$ cat config.mk
export PLATFORM = sky130hd
export DESIGN_NAME = srx_top
export DESIGN_NICKNAME = d
export VERILOG_FILES = /design/src/rtl/srx_pkg.sv /design/src/rtl/srx_sync.sv /design/src/rtl/srx_shift.sv /design/src/rtl/srx_hold.sv /design/src/rtl/srx_top.sv
export SDC_FILE = /design/constraint.sdc
export NUM_CORES = 1
export LEC_CHECK = 0
export ABC_AREA = 1
export ABC_CLOCK_PERIOD_IN_PS = 1300
export CAP_MARGIN = 30
export CORE_UTILIZATION = 49
export DETAILED_ROUTE_END_ITERATION = 16
export HOLD_SLACK_MARGIN = 0.05
export PLACE_DENSITY = 0.69
export SYNTH_ARGS = -nofsm -noshare
export SYNTH_HDL_FRONTEND = slang
export SYNTH_SLANG_ARGS = --single-unit
$ cat constraint.sdc
create_clock -name clk -period 1.3 [get_ports clk]
set_input_delay 0.195 -clock clk [delete_from_list [all_inputs] [get_ports clk]]
set_output_delay 0.195 -clock clk [all_outputs]
set_load 0.02 [all_outputs]
$ cat src/rtl/srx_pkg.sv
package srx_pkg;
  typedef enum logic {
    RX_IDLE  = 1'b0,
    RX_SHIFT = 1'b1
  } rx_state_t;
endpackage

$ cat src/rtl/srx_sync.sv
module srx_sync #(
  parameter int SYNC_STAGES = 2
) (
  input  logic clk,
  input  logic rst,
  input  logic sclk_in,
  input  logic fsync_in,
  input  logic sdata_in,
  output logic fall_pulse,
  output logic fs_s,
  output logic sd_s
);
  // bit 2: clock, bit 1: sync, bit 0: data
  logic [2:0] stage_q [SYNC_STAGES];
  logic       clk_prev_q;

  always_ff @(posedge clk) begin
    if (rst) stage_q[0] <= 3'b000;
    else     stage_q[0] <= {sclk_in, fsync_in, sdata_in};
  end

  for (genvar g = 1; g < SYNC_STAGES; g++) begin : g_stage
    always_ff @(posedge clk) begin
      if (rst) stage_q[g] <= 3'b000;
      else     stage_q[g] <= stage_q[g-1];
    end
  end

  always_ff @(posedge clk) begin
    if (rst) clk_prev_q <= 1'b0;
    else     clk_prev_q <= stage_q[SYNC_STAGES-1][2];
  end

  assign fall_pulse = clk_prev_q & ~stage_q[SYNC_STAGES-1][2];
  assign fs_s       = stage_q[SYNC_STAGES-1][1];
  assign sd_s       = stage_q[SYNC_STAGES-1][0];

  // a detected fall cannot repeat on the next cycle
  fall_single_chk: assert property (@(posedge clk) disable iff (rst)
    fall_pulse |=> !fall_pulse);
endmodule

$ cat src/rtl/srx_shift.sv
module srx_shift
  import srx_pkg::*;
#(
  parameter int WORD_W = 16
) (
  input  logic              clk,
  input  logic              rst,
  input  logic              fall_pulse,
  input  logic              fs_s,
  input  logic              sd_s,
  output logic              word_done,
  output logic [WORD_W-1:0] word_q
);
  localparam int CNT_W = $clog2(WORD_W);
  localparam logic [CNT_W-1:0] LAST_BIT = CNT_W'(WORD_W - 1);

  rx_state_t         state_q;
  logic [CNT_W-1:0]  cnt_q;
  logic [WORD_W-1:0] sr_q;
  logic [WORD_W-1:0] sr_next;

  assign sr_next = {sr_q[WORD_W-2:0], sd_s};

  always_ff @(posedge clk) begin
    if (rst) begin
      state_q   <= RX_IDLE;
      cnt_q     <= '0;
      sr_q      <= '0;
      word_done <= 1'b0;
      word_q    <= '0;
    end else begin
      word_done <= 1'b0;
      if (fall_pulse) begin
        unique case (state_q)
          RX_IDLE: begin
            if (fs_s) begin
              state_q <= RX_SHIFT;
              cnt_q   <= '0;
            end
          end
          RX_SHIFT: begin
            sr_q <= sr_next;
            if (cnt_q == LAST_BIT) begin
              state_q   <= RX_IDLE;
              word_done <= 1'b1;
              word_q    <= sr_next;
            end else begin
              cnt_q <= cnt_q + 1'b1;
            end
          end
          default: state_q <= RX_IDLE;
        endcase
      end
    end
  end

  // a sync pulse mid-word must not drop the shift state back to idle
  midword_keep_chk: assert property (@(posedge clk) disable iff (rst)
    (state_q == RX_SHIFT && fall_pulse && cnt_q != LAST_BIT) |=> state_q == RX_SHIFT);

  // a word can only complete out of the shift state
  done_source_chk: assert property (@(posedge clk) disable iff (rst)
    word_done |-> $past(state_q) == RX_SHIFT);

  // completion pulses never last more than one cycle
  done_single_chk: assert property (@(posedge clk) disable iff (rst)
    word_done |=> !word_done);
endmodule

$ cat src/rtl/srx_hold.sv
module srx_hold #(
  parameter int WORD_W = 16
) (
  input  logic              clk,
  input  logic              rst,
  input  logic              word_done,
  input  logic [WORD_W-1:0] word_q,
  input  logic              rd_stb,
  output logic [WORD_W-1:0] rd_data,
  output logic              rx_ready,
  output logic              overrun
);
  always_ff @(posedge clk) begin
    if (rst) begin
      rd_data  <= '0;
      rx_ready <= 1'b0;
      overrun  <= 1'b0;
    end else begin
      if (word_done) begin
        rd_data  <= word_q;
        rx_ready <= 1'b1;
      end else if (rd_stb) begin
        rx_ready <= 1'b0;
      end
      if (word_done && rx_ready && !rd_stb) overrun <= 1'b1;
      else if (rd_stb)                      overrun <= 1'b0;
    end
  end

  // a completed word lands in the holding register
  load_word_chk: assert property (@(posedge clk) disable iff (rst)
    word_done |=> (rx_ready && rd_data == $past(word_q)));

  // a read with no completion empties the register
  read_clear_chk: assert property (@(posedge clk) disable iff (rst)
    (rd_stb && !word_done) |=> !rx_ready);

  // an unread word that is overwritten raises overrun
  overrun_set_chk: assert property (@(posedge clk) disable iff (rst)
    (word_done && rx_ready && !rd_stb) |=> overrun);

  // a read in the completion cycle avoids overrun
  same_cycle_chk: assert property (@(posedge clk) disable iff (rst)
    (word_done && rd_stb) |=> (rx_ready && !overrun));

  // a read clears overrun
  overrun_clear_chk: assert property (@(posedge clk) disable iff (rst)
    rd_stb |=> !overrun);
endmodule

$ cat src/rtl/srx_top.sv
module srx_top #(
  parameter int WORD_W      = 16,
  parameter int SYNC_STAGES = 2
) (
  input  logic              clk,
  input  logic              rst,
  input  logic              sclk_in,
  input  logic              fsync_in,
  input  logic              sdata_in,
  input  logic              rd_stb,
  output logic [WORD_W-1:0] rd_data,
  output logic              rx_ready,
  output logic              overrun
);
  logic              fall_pulse;
  logic              fs_s;
  logic              sd_s;
  logic              word_done;
  logic [WORD_W-1:0] word_q;

  srx_sync #(.SYNC_STAGES(SYNC_STAGES)) u_sync (
    .clk        (clk),
    .rst        (rst),
    .sclk_in    (sclk_in),
    .fsync_in   (fsync_in),
    .sdata_in   (sdata_in),
    .fall_pulse (fall_pulse),
    .fs_s       (fs_s),
    .sd_s       (sd_s)
  );

  srx_shift #(.WORD_W(WORD_W)) u_shift (
    .clk        (clk),
    .rst        (rst),
    .fall_pulse (fall_pulse),
    .fs_s       (fs_s),
    .sd_s       (sd_s),
    .word_done  (word_done),
    .word_q     (word_q)
  );

  srx_hold #(.WORD_W(WORD_W)) u_hold (
    .clk       (clk),
    .rst       (rst),
    .word_done (word_done),
    .word_q    (word_q),
    .rd_stb    (rd_stb),
    .rd_data   (rd_data),
    .rx_ready  (rx_ready),
    .overrun   (overrun)
  );

  // nothing is pending on the cycle after reset
  reset_state_chk: assert property (@(posedge clk)
    $past(rst) |-> (!rx_ready && !overrun && rd_data == '0));
endmodule

==> report_table.html <==
<table>
<tr><th>Metric</th><th>Value</th></tr>
<tr><th colspan="2">Critical path</th></tr>
<tr><td>Maximum single-stage delay on the critical path</td><td>0.33 ns</td></tr>
<tr><td>Required time of the worst setup path</td><td>1.57 ns</td></tr>
<tr><td>Setup slack, reg-to-reg</td><td>0.09 ns</td></tr>
<tr><td>Sequence of cells on the critical path</td><td>ha_2 &gt; nand2_2 &gt; nor2_4 &gt; nand2_4 &gt; clkinv_4 &gt; nand2_4 &gt; o21ai_2</td></tr>
<tr><td>Cell with the largest stage delay on the worst path</td><td>sky130_fd_sc_hd__dfxtp_2</td></tr>
<tr><td>Crit path buffers/inverters</td><td>1</td></tr>
<tr><td>Most common cell type on the critical path</td><td>sky130_fd_sc_hd__nand2_4</td></tr>
<tr><td>Type of the setup path with the least slack</td><td>reg2reg</td></tr>
<tr><td>Critical Path Sink Type</td><td>register</td></tr>
<tr><td>Reg2Reg Depth</td><td>7</td></tr>
<tr><td>Levels on crit path</td><td>7</td></tr>
<tr><td>Crit-path leading delay family</td><td>simple AND/OR/NAND/NOR gates</td></tr>
<tr><td>Startpoint Class</td><td>register</td></tr>
<tr><td>Startpoint of the worst register-to-register path</td><td>u_shift.cnt_q[1]$_SDFFE_PP0P_</td></tr>
<tr><td>Arrival time of the worst setup path</td><td>1.48 ns</td></tr>
<tr><td>Maximum net fanout on the critical path</td><td>7</td></tr>
<tr><td>End of the worst register-to-register path</td><td>u_shift.word_q[9]$_SDFFE_PP0P_</td></tr>
<tr><th colspan="2">Final layout</th></tr>
<tr><td>Final cell count without fillers</td><td>365</td></tr>
<tr><td>Net count, final</td><td>318</td></tr>
<tr><td>Fraction of final layout cells sized beyond drive strength 1</td><td>15.7%</td></tr>
<tr><td>Fillcell total</td><td>392</td></tr>
<tr><td>Multi-input combinational cell area</td><td>837 um^2</td></tr>
<tr><td>Number of diodes added for antenna fixing</td><td>0</td></tr>
<tr><td>Utilization of the core after routing</td><td>64.4%</td></tr>
<tr><td>Sequential cell area in the final layout</td><td>1240 um^2</td></tr>
<tr><td>Commonest cells after routing, fill and taps aside</td><td>sky130_fd_sc_hd__dfxtp_1 (59), sky130_fd_sc_hd__nor2_1 (54), sky130_fd_sc_hd__inv_1 (32), sky130_fd_sc_hd__o21ai_0 (31), sky130_fd_sc_hd__nand2_1 (22)</td></tr>
<tr><td>Most common cell after layout, fill and taps aside</td><td>sky130_fd_sc_hd__dfxtp_1</td></tr>
<tr><td>Area added between synthesis and finish</td><td>24.8%</td></tr>
<tr><th colspan="2">STA</th></tr>
<tr><td>Count of pins over their slew limit</td><td>0</td></tr>
<tr><td>Final critical-path required period</td><td>1.21 ns</td></tr>
<tr><td>Layout Skew</td><td>0.00576 ns</td></tr>
<tr><td>Achievable frequency</td><td>826 MHz</td></tr>
<tr><td>Total of endpoints with negative setup slack in the final report</td><td>0</td></tr>
<tr><td>Final period utilization</td><td>93.1%</td></tr>
<tr><td>Hold slack</td><td>0.378 ns</td></tr>
<tr><td>Headroom to the max-slew limit</td><td>81.8%</td></tr>
<tr><td>Number of hold-slack violations in the final timing report</td><td>0</td></tr>
<tr><td>Final setup margin</td><td>0.0901 ns</td></tr>
<tr><td>Unrepaired setup endpoints after global routing</td><td>true</td></tr>
<tr><td>Worst-Margin Slew</td><td>0.273 ns</td></tr>
<tr><th colspan="2">Detailed routing</th></tr>
<tr><td>First-pass DRT Iterations</td><td>4</td></tr>
<tr><td>Vias per cell</td><td>4.93</td></tr>
<tr><td>Routed vias</td><td>1798</td></tr>
<tr><td>Detailed-route wire length</td><td>4.23 mm</td></tr>
<tr><td>First DRT Iteration DRCs</td><td>82</td></tr>
<tr><td>Routed Antenna Nets</td><td>0</td></tr>
<tr><td>Wire length per cell</td><td>11.6 um</td></tr>
<tr><td>DRC</td><td>0</td></tr>
<tr><th colspan="2">Synth</th></tr>
<tr><td>Number of distinct library cells after synthesis</td><td>19</td></tr>
<tr><td>Cell Area, Synth</td><td>2260 um^2</td></tr>
<tr><td>Seq cells post-synth</td><td>62</td></tr>
<tr><td>Fraction of registers with async set/reset</td><td>0%</td></tr>
<tr><td>Warnings, synthesis</td><td>0</td></tr>
<tr><td>Sequential share of the synthesized area</td><td>54.8%</td></tr>
<tr><td>Synthesized Nets</td><td>283</td></tr>
<tr><td>Number of flops mapped to enable cells by yosys</td><td>0</td></tr>
<tr><td>Number of instances in the synthesized netlist</td><td>276</td></tr>
<tr><td>Main synth FF type</td><td>sky130_fd_sc_hd__dfxtp_1</td></tr>
<tr><td>Post-Synthesis Mean Instance Area</td><td>8.20 um^2</td></tr>
<tr><th colspan="2">Floorplan</th></tr>
<tr><td>Chip Height</td><td>70.0 um</td></tr>
<tr><td>Horiz. Die Dim</td><td>70.0 um</td></tr>
<tr><td>Initial Utilization</td><td>51.6%</td></tr>
<tr><td>Std cell rows</td><td>24</td></tr>
<tr><td>Core outline area</td><td>4380 um^2</td></tr>
<tr><td>Die Area</td><td>4900 um^2</td></tr>
<tr><td>Boundary pin count</td><td>24</td></tr>
<tr><th colspan="2">Global route</th></tr>
<tr><td>All-Layer GR Usage</td><td>19.2%</td></tr>
<tr><td>Global-route congestion overflow total</td><td>0</td></tr>
<tr><td>Antenna violations before repair</td><td>0</td></tr>
<tr><td>Maximum number of pins on one net before global-route repair</td><td>30</td></tr>
<tr><td>First-pass GRT wire length</td><td>7.27 mm</td></tr>
<tr><td>Vias in the first global route</td><td>1690</td></tr>
<tr><th colspan="2">Clock tree</th></tr>
<tr><td>Clock transition at the registers of the reported paths</td><td>0.06 ns</td></tr>
<tr><td>Worst skew pair latency</td><td>0.33 ns</td></tr>
<tr><td>CTS sink cnt</td><td>62</td></tr>
<tr><td>Post-CTS Setup Bufs</td><td>0</td></tr>
<tr><td>Clock buffer count from CTS</td><td>9</td></tr>
<tr><td>Clk buf depth</td><td>2</td></tr>
<tr><td>H-tree Lvls</td><td>3</td></tr>
<tr><td>Clock root buffer master</td><td>sky130_fd_sc_hd__clkbuf_8</td></tr>
<tr><td>Hold Buf Count CTS</td><td>0</td></tr>
<tr><td>CTS tree</td><td>done</td></tr>
<tr><th colspan="2">Place</th></tr>
<tr><td>Inst Count DP</td><td>351</td></tr>
<tr><td>Detailed placer's ending HPWL</td><td>2.67 mm</td></tr>
<tr><td>Setup Slack @ Placement</td><td>-0.0672 ns</td></tr>
<tr><td>Routability congestion estimate</td><td>0.788</td></tr>
<tr><td>Count of input and output buffers</td><td>23</td></tr>
<tr><th colspan="2">Worst hold path</th></tr>
<tr><td>End point of the worst hold path</td><td>u_sync.stage_q[0][2]$_SDFF_PP0_</td></tr>
<tr><td>Path type of the worst min-delay path</td><td>in2reg</td></tr>
<tr><td>Hold Path Cell Cnt</td><td>3</td></tr>
<tr><td>Launch point of the worst hold path</td><td>sclk_in</td></tr>
<tr><th colspan="2">Power</th></tr>
<tr><td>Total Power</td><td>3.67 mW</td></tr>
<tr><td>Peak supply drop</td><td>1.13 mV</td></tr>
<tr><td>Total power divided by cell area</td><td>1300 nW/um^2</td></tr>
<tr><td>LEAKAGE</td><td>1.31 nW</td></tr>
<tr><th colspan="2">Run status</th></tr>
<tr><td>Outcome</td><td>completed</td></tr>
<tr><th colspan="2">Flow run</th></tr>
<tr><td>Number of maximum-capacitance constraint violations</td><td>0</td></tr>
</table>
[where the power goes]
| part | internal [mW] | total [mW] | leakage, nW | switching, mW |
|---|---|---|---|---|
| registers | 1.91 | 1.92 | 0.502 | 0.00506 |
| logic | 0.0377 | 0.0883 | 0.705 | 0.0506 |
| clock network | 1.01 | 1.67 | 0.100 | 0.657 |
| total | 2.96 | 3.67 | 1.31 | 0.712 |
[layer usage]
metal	track usage, %	vias up	share of wire, %
li1	-	945	-
met1	23.3	810	49
met2	30.2	31	45
met3	4.33	12	3.1
met4	13.3	0	3.0
met5	0	-	0
[what timing repair did]
| action | 4_1_cts | 5_1_grt |
|---|---|---|
| pin swaps | 0 | 3 |
| gates resized for setup | 22 | 9 |
| cloned | 0 | 1 |
| setup endpoints to repair | 33 | 20 |
[Yosys cell counts (2+ instances only)]
master,instances,area [um^2]
sky130_fd_sc_hd__a21oi_1,19,95.1
sky130_fd_sc_hd__buf_2,5,25.0
sky130_fd_sc_hd__buf_6,3,33.8
sky130_fd_sc_hd__clkbuf_1,5,18.8
sky130_fd_sc_hd__dfxtp_1,62,1240
sky130_fd_sc_hd__inv_1,32,120
sky130_fd_sc_hd__nand2_1,23,86.3
sky130_fd_sc_hd__nand2_4,3,33.8
sky130_fd_sc_hd__nand3_1,16,80.1
sky130_fd_sc_hd__nor2_1,54,203
sky130_fd_sc_hd__nor2_4,2,22.5
sky130_fd_sc_hd__o21ai_0,36,180
sky130_fd_sc_hd__o21ai_1,2,10.0
sky130_fd_sc_hd__o21ai_2,9,78.8
[through the flow]
step	TNS [ns]	instance area [um^2]
2_1_floorplan	0	2260
3_3_place_gp	-0.235	2620
3_5_place_dp	-1.09	2620
4_1_cts	0	2810
5_1_grt	-0.00801	2830
6_report	0	2830
[kinds of logic (layout without fill, tap and decap cells)]
kind of cell / count (synthesis) / after routing / share of synthesized area, %
buffers and inverters: 48 / 84 / 9.45
and+or+nand+nor: 99 / 100 / 19.1
DFF: 62 / 62 / 54.8
adders and majority gates: 1 / 1 / 0.553
AOI/OAI and AO/OA: 66 / 66 / 16.1
[cell type report]
cell class	instances	area share, %
Multi-Input combinational cell	167	29.6
Inverter	34	4.69
Timing Repair Buffer	37	12.4
Tap cell	52	2.30
Clock inverter	1	1.06
Sequential cell	62	44.1
Clock buffer	12	5.85
[how the worst max path moves through the flow]
stage	start	endpoint
2_1_floorplan	u_shift.cnt_q[0]$_SDFFE_PP0P_	u_shift.word_q[11]$_SDFFE_PP0P_
3_3_place_gp	rst	u_shift.sr_q[5]$_SDFFE_PP0P_
3_5_place_dp	u_shift.cnt_q[0]$_SDFFE_PP0P_	u_shift.word_q[3]$_SDFFE_PP0P_
4_1_cts	u_shift.cnt_q[0]$_SDFFE_PP0P_	u_shift.word_q[1]$_SDFFE_PP0P_
5_1_grt	u_shift.cnt_q[0]$_SDFFE_PP0P_	u_shift.word_q[9]$_SDFFE_PP0P_
6_report	u_shift.cnt_q[1]$_SDFFE_PP0P_	u_shift.word_q[9]$_SDFFE_PP0P_
[sequential cells by signal (all words and copies together) (netlist names)]
register           count
u_shift.word_q        16
u_shift.cnt_q          4
u_sync.stage_q         6
u_hold.overrun         1
u_hold.rx_ready        1
u_sync.clk_prev_q      1
u_shift.state_q        1
u_shift.sr_q          15
u_hold.rd_data        16
u_shift.word_done      1
[worst min-delay path, cell delays in order]
cell,delay [ns]
sky130_fd_sc_hd__clkdlybuf4s50_1,0.39
sky130_fd_sc_hd__inv_1,0.05
sky130_fd_sc_hd__nor2_1,0.03
Note: power is estimated with default switching activity, not from simulation.
